==> src/rtl/i2c_ctl_engine.sv <==
module i2c_ctl_engine #(
  parameter int BUSY_DELAY = 4
) (
  input  logic       clk,
  input  logic       rst_n,
  input  logic       scl_tick,
  input  logic       cmd_we,
  input  logic [3:0] cmd_wdata,
  input  logic       addr_we,
  input  logic [7:0] addr_wdata,
  input  logic       txd_we,
  input  logic [7:0] txd_wdata,
  input  logic       mask_we,
  input  logic       mask_wdata,
  input  logic       irq_clr,
  input  logic       scl_i,
  input  logic       sda_i,
  output logic       scl_oe,
  output logic       sda_oe,
  output logic [7:0] rx_data,
  output logic [6:0] status,
  output logic       irq_raw,
  output logic       irq
);

  localparam int DCW = (BUSY_DELAY > 2) ? $clog2(BUSY_DELAY) : 1;
  localparam logic [DCW-1:0] DLOAD = DCW'(BUSY_DELAY - 1);

  typedef enum logic [2:0] {S_IDLE, S_WAIT, S_START, S_BIT, S_STOP, S_DONE} st_t;
  st_t st;

  logic [1:0]     q;
  logic [3:0]     bitn;
  logic [7:0]     sh, addr_r, txd_r;
  logic [DCW-1:0] dcnt;
  logic is_addr, rd_r, want_start, want_stop, ack_en, nack_s;
  logic f_adr, f_dat, f_arb, f_err, mask_r;
  logic scl_q, sda_q, bbusy;

  logic idle_w, busy_w, tx_slot, drive_low, arb_chk, accept;
  assign idle_w    = (st == S_IDLE);
  assign busy_w    = (st != S_IDLE) && (st != S_WAIT);
  assign accept    = idle_w && cmd_we && cmd_wdata[0];
  assign tx_slot   = is_addr | ~rd_r;
  assign drive_low = (bitn == 4'd8) ? (~tx_slot & ack_en) : (tx_slot & ~sh[7]);
  assign arb_chk   = (bitn != 4'd8) & tx_slot & sh[7];

  assign status = {bbusy, idle_w, f_arb, f_dat, f_adr, f_err, busy_w};
  assign irq    = irq_raw & mask_r;

  always_ff @(posedge clk or negedge rst_n) begin
    if (!rst_n) begin
      st <= S_IDLE; q <= '0; bitn <= '0; sh <= '0; dcnt <= '0;
      addr_r <= '0; txd_r <= '0; rx_data <= '0;
      is_addr <= 1'b0; rd_r <= 1'b0; want_start <= 1'b0; want_stop <= 1'b0;
      ack_en <= 1'b0; nack_s <= 1'b0;
      f_adr <= 1'b0; f_dat <= 1'b0; f_arb <= 1'b0; f_err <= 1'b0;
      scl_oe <= 1'b0; sda_oe <= 1'b0;
    end else begin
      if (addr_we) addr_r <= addr_wdata;
      if (txd_we)  txd_r  <= txd_wdata;
      case (st)
        S_IDLE: if (accept) begin
          want_start <= cmd_wdata[1];
          want_stop  <= cmd_wdata[2];
          ack_en     <= cmd_wdata[3];
          f_adr <= 1'b0; f_dat <= 1'b0; f_arb <= 1'b0; f_err <= 1'b0;
          dcnt <= DLOAD;
          st   <= S_WAIT;
        end
        S_WAIT: begin
          if (dcnt == '0) begin
            q <= '0;
            if (want_start) st <= S_START;
            else begin
              st      <= S_BIT;
              is_addr <= 1'b0;
              bitn    <= '0;
              sh      <= rd_r ? 8'hFF : txd_r;
            end
          end else dcnt <= dcnt - 1'b1;
        end
        S_START: if (scl_tick) begin
          q <= q + 2'd1;
          case (q)
            2'd0: sda_oe <= 1'b0;
            2'd1: scl_oe <= 1'b0;
            2'd2: sda_oe <= 1'b1;
            default: begin
              scl_oe  <= 1'b1;
              st      <= S_BIT;
              is_addr <= 1'b1;
              rd_r    <= addr_r[0];
              sh      <= addr_r;
              bitn    <= '0;
            end
          endcase
        end
        S_BIT: if (scl_tick) begin
          q <= q + 2'd1;
          case (q)
            2'd0: sda_oe <= drive_low;
            2'd1: scl_oe <= 1'b0;
            2'd2: begin
              if (arb_chk && !sda_i) begin
                scl_oe <= 1'b0; sda_oe <= 1'b0;
                f_arb  <= 1'b1; f_err  <= 1'b1;
                st     <= S_DONE;
              end else if (bitn == 4'd8) nack_s <= sda_i;
              else sh <= {sh[6:0], sda_i};
            end
            default: begin
              scl_oe <= 1'b1;
              if (bitn != 4'd8) bitn <= bitn + 4'd1;
              else begin
                bitn <= '0;
                if (is_addr) begin
                  if (nack_s) begin
                    f_adr <= 1'b1; f_err <= 1'b1;
                    st    <= S_STOP;
                  end else begin
                    is_addr <= 1'b0;
                    sh      <= rd_r ? 8'hFF : txd_r;
                  end
                end else begin
                  if (rd_r) rx_data <= sh;
                  else if (nack_s) begin
                    f_dat <= 1'b1; f_err <= 1'b1;
                  end
                  st <= want_stop ? S_STOP : S_DONE;
                end
              end
            end
          endcase
        end
        S_STOP: if (scl_tick) begin
          q <= q + 2'd1;
          case (q)
            2'd0: sda_oe <= 1'b1;
            2'd1: scl_oe <= 1'b0;
            2'd2: sda_oe <= 1'b0;
            default: st <= S_DONE;
          endcase
        end
        S_DONE:  st <= S_IDLE;
        default: st <= S_IDLE;
      endcase
    end
  end

  always_ff @(posedge clk or negedge rst_n) begin
    if (!rst_n) begin
      irq_raw <= 1'b0;
      mask_r  <= 1'b0;
    end else begin
      if (mask_we) mask_r <= mask_wdata;
      if (st == S_DONE) irq_raw <= 1'b1;
      else if (irq_clr) irq_raw <= 1'b0;
    end
  end

  always_ff @(posedge clk or negedge rst_n) begin
    if (!rst_n) begin
      scl_q <= 1'b1; sda_q <= 1'b1; bbusy <= 1'b0;
    end else begin
      scl_q <= scl_i;
      sda_q <= sda_i;
      if (scl_i && scl_q && sda_q && !sda_i) bbusy <= 1'b1;
      else if (scl_i && scl_q && !sda_q && sda_i) bbusy <= 1'b0;
    end
  end

  assert_busy_late_R10: assert property (@(posedge clk) disable iff (!rst_n)
    accept |=> (!status[0] && !status[5]));

  assert_err_sum_R9: assert property (@(posedge clk) disable iff (!rst_n)
    status[1] == (status[2] | status[3] | status[4]));

  assert_arb_release_R8: assert property (@(posedge clk) disable iff (!rst_n)
    $rose(f_arb) |-> (!scl_oe && !sda_oe));

  assert_adr_stop_R7: assert property (@(posedge clk) disable iff (!rst_n)
    $rose(f_adr) |-> (st == S_STOP));

  assert_bus_start_R11: assert property (@(posedge clk) disable iff (!rst_n)
    (scl_i && scl_q && sda_q && !sda_i) |=> status[6]);

  assert_irq_clear_R12: assert property (@(posedge clk) disable iff (!rst_n)
    (irq_clr && st != S_DONE) |=> !irq_raw);

endmodule

==> config.mk <==
export PLATFORM = sky130hd
export DESIGN_NAME = i2c_ctl_engine
export DESIGN_NICKNAME = d
export VERILOG_FILES = /design/src/rtl/i2c_ctl_engine.sv
export SDC_FILE = /design/constraint.sdc
export NUM_CORES = 1
export LEC_CHECK = 0
export ABC_CLOCK_PERIOD_IN_PS = 6600
export CELL_PAD_IN_SITES_DETAIL_PLACEMENT = 0
export CELL_PAD_IN_SITES_GLOBAL_PLACEMENT = 1
export CORE_MARGIN = 2
export CORE_UTILIZATION = 45
export DETAILED_ROUTE_END_ITERATION = 10
export PLACE_DENSITY = 0.86
export SKIP_LAST_GASP = 1
export SYNTH_ARGS = -nofsm -noshare
export SYNTH_HDL_FRONTEND = slang
export SYNTH_SLANG_ARGS = --single-unit
export TNS_END_PERCENT = 1
==> constraint.sdc <==
create_clock -name clk -period 6.6 [get_ports clk]
set_clock_uncertainty 0.1 [all_clocks]
set_input_delay 1.32 -clock clk [delete_from_list [all_inputs] [get_ports clk]]
set_output_delay 1.32 -clock clk [all_outputs]
set_load 0.1 [all_outputs]
==> metrics.cfg <==
[status]
status = complete, no violations

[timing]
fin_crit_sh_pct = 61.9
worst_pin_slew_ns = 0.984
report.final.setup_viol = 0
layout_setup_ws_ns = 2.51
tns_ns = 0
slew_headroom_pct = 34.2
slew_violations = 0
max_freq_mhz = 245
fin_crit_ns = 4.09
hold_viol_final = 0
rsz0062_at_grt = no

[cts]
clockBufferDepth = 2
clock_latency_ns = 0.34
cts.sinks = 60
ctsResizeCount = 0
cts_hold_buf = 0
numCtsBuffers = 9
clock_tree.root_cell = clkbuf_8
cts_tree = built
clkTransAtPathRegs_ns = 0.07
h-tree-depth = 3
postCtsSetupRepairBufs = 0

[drt]
wl_per_cell_um = 16.0
ant_nets = 0
first_pass_iters = 4
drt_iter0_markers = 120
routed_wl_um = 6910
vias = 2358
routed_via_density = 5.45
drc = 0

[synthesis]
ys_seq_area_share_pct = 46.7
synth_common_cells = dfrtp_1, a21oi_1, mux2_2
yosysWarningCount = 0
ys_seq_elements = 60
synthCells = 291
synth_most_common_cell = dfrtp_1
synthArstFlopShare_pct = 100
synth.area.top_cells = dfrtp_1, mux2_4, mux2_2
synth_nets = 329
synth-edff-count = 0
synth_top_area_cell = dfrtp_1
ys_types = 53
synthFlopType = dfrtp_1
synth_top_cell_area_share_pct = 45.1
syn_area_mm2 = 0.00322
syn_area_per_cell_um2 = 11.1

[setup_path]
crit_fanout = 25
max_stage_delay_ns = 1.19
worstReg2RegEnd = sh[0]
startpoint_type = flop
cp-end-kind = primary output
reg2reg_slack_ns = 4.04
r2r_start = q[0]
critical_path_class = flop to primary output
cp_cell_sequence = nor3_2, clkdlybuf4s50_1
cpMaxStageDelayCell = clkdlybuf4s50_1
crit_family = buffers and inverters
critPathBufInv = 1
ff2ff_path_depth = 7
worst-path-stages = 2
cp-startpoint = st[0]
worstPathRequired_ns = 5.18
worstPathArrival_ns = 2.67

[floorplan]
die_h_um = 88.6
io_pins = 50
core_mm2 = 0.00687
die_x_um = 88.6
rows = 30
die-area_mm2 = 0.00784
start_util_pct = 46.8

[power]
ir_drop_v = 0.000233
powerDensity_mw_per_mm2 = 475
power_uw = 1880
leakagePower_uw = 0.00168

[min_path]
worst_hold_path.num_cells = 2
hold_start = f_dat
hold_end = f_dat
hold_path.class = flop to flop

[placed_design]
place_ws_ns = 2.89
dp_hpwl_um = 4950
io_buffers = 49
routabilityCongestion = 0.871

[grt]
grt_pass1_wl_um = 11500
grt_usage_pct = 19.5
first_global_vias = 2345
grt-ovfl-total = 0
met2_usage_pct = 29.5
grt_antenna_before_repair = 0
busiest_layer = met2
grt_max_degree = 61
use_met1_pct = 27.5
grt_use_met3_pct = 3.73

[finish]
area_growth_pct = 23.1
diodes = 0
final_layout_size_suffix_gt1_share_pct = 18.7
fin_nets = 370

[job]
cap_violations = 0

-- where the power goes --
group	internal [uW]	total [uW]	leakage, uW	switching, uW
sequential	464	591	0.000737	127
combinational	340	882	0.000823	542
clock	253	408	0.000120	155
total	1060	1880	0.00168	824
-- sequential cells by signal, indices dropped and copies added (netlist names), 2 cells and up --
name / count
addr_r: 8
txd_r: 8
dcnt: 2
rx_data: 8
sh: 8
st: 3
bitn: 4
q: 2
-- metal layers --
layer	share of wire, %	routed length, um	vias to the layer above
met5	0	0	-
met4	1.2	82	0
met3	4.3	295	9
met2	46	3200	52
met1	48	3330	1144
li1	-	-	1153
-- final cells by class --
type | instances | area, um^2
Clock inverter | 7 | 124
Clock buffer | 9 | 124
Tap cell | 96 | 120
Inverter | 12 | 45.0
Timing Repair Buffer | 50 | 493
Fill cell | 609 | 2910
Sequential cell | 60 | 1500
Multi-Input combinational cell | 199 | 1550
-- logic make-up (layout without fill, tap and decap cells) --
| kind of cell | after synthesis | after routing | synth area share [%] |
|---|---|---|---|
| DFF | 60 | 60 | 46.7 |
| AOI/OAI and AO/OA | 80 | 80 | 16.3 |
| adders and majority gates | 7 | 7 | 2.72 |
| and+or+nand+nor | 68 | 68 | 12.1 |
| muxes | 44 | 44 | 17.1 |
| buffers and inverters | 32 | 78 | 5.05 |
-- metrics by stage --
step           hold WS, ns  cells  utilization (%)  instance area [um^2]
5_1_grt              0.417    433             57.7                  3960
3_5_place_dp         0.364    417             54.1                  3710
4_1_cts              0.381    433             57.7                  3960
2_1_floorplan        0.344    291                -                  3220
3_3_place_gp         0.365    417             54.1                  3710
6_report             0.375    433             57.7                  3960
-- how the worst max path moves through the flow --
| stage | end | slack, ns |
|---|---|---|
| detailed placement | status[5] | 2.89 |
| CTS | status[5] | 2.49 |
| global placement | status[5] | 2.90 |
| finish | status[5] | 2.51 |
| global route | status[5] | 2.41 |
| floorplan | irq | 3.40 |
-- tightest hold or removal path, cell delays in order, from the launching register on --
cell	delay, ns
dfrtp_1	0.34
nand2_1	0.05
o41ai_1	0.05
-- placed cells by master, fill, tap and decap left out, types with 2 or more instances in the layout --
cell / synthesis / layout
mux2i_1: 3 / 3
dfstp_2: 2 / 2
mux2_1: 7 / 7
mux2_2: 18 / 18
o21ai_0: 9 / 9
nand2b_1: 8 / 8
mux2_4: 16 / 16
or3_1: 3 / 3
o21ai_1: 7 / 7
nor2_1: 10 / 10
bufinv_16: 0 / 3
o211ai_1: 2 / 2
ha_1: 7 / 7
clkinv_4: 0 / 2
clkbuf_8: 0 / 9
dfrtp_1: 58 / 58
a21o_1: 2 / 2
inv_2: 3 / 3
clkdlybuf4s50_1: 0 / 48
a21oi_1: 23 / 23
a31oi_1: 4 / 4
o32ai_1: 8 / 8
o22ai_1: 10 / 10
inv_1: 9 / 9
nor3_1: 5 / 5
nor2b_1: 5 / 5
nand3_1: 12 / 12
nand3b_1: 2 / 2
a211o_1: 3 / 3
nand2_1: 13 / 13
No activity file was read; power rests on OpenSTA's default activity.
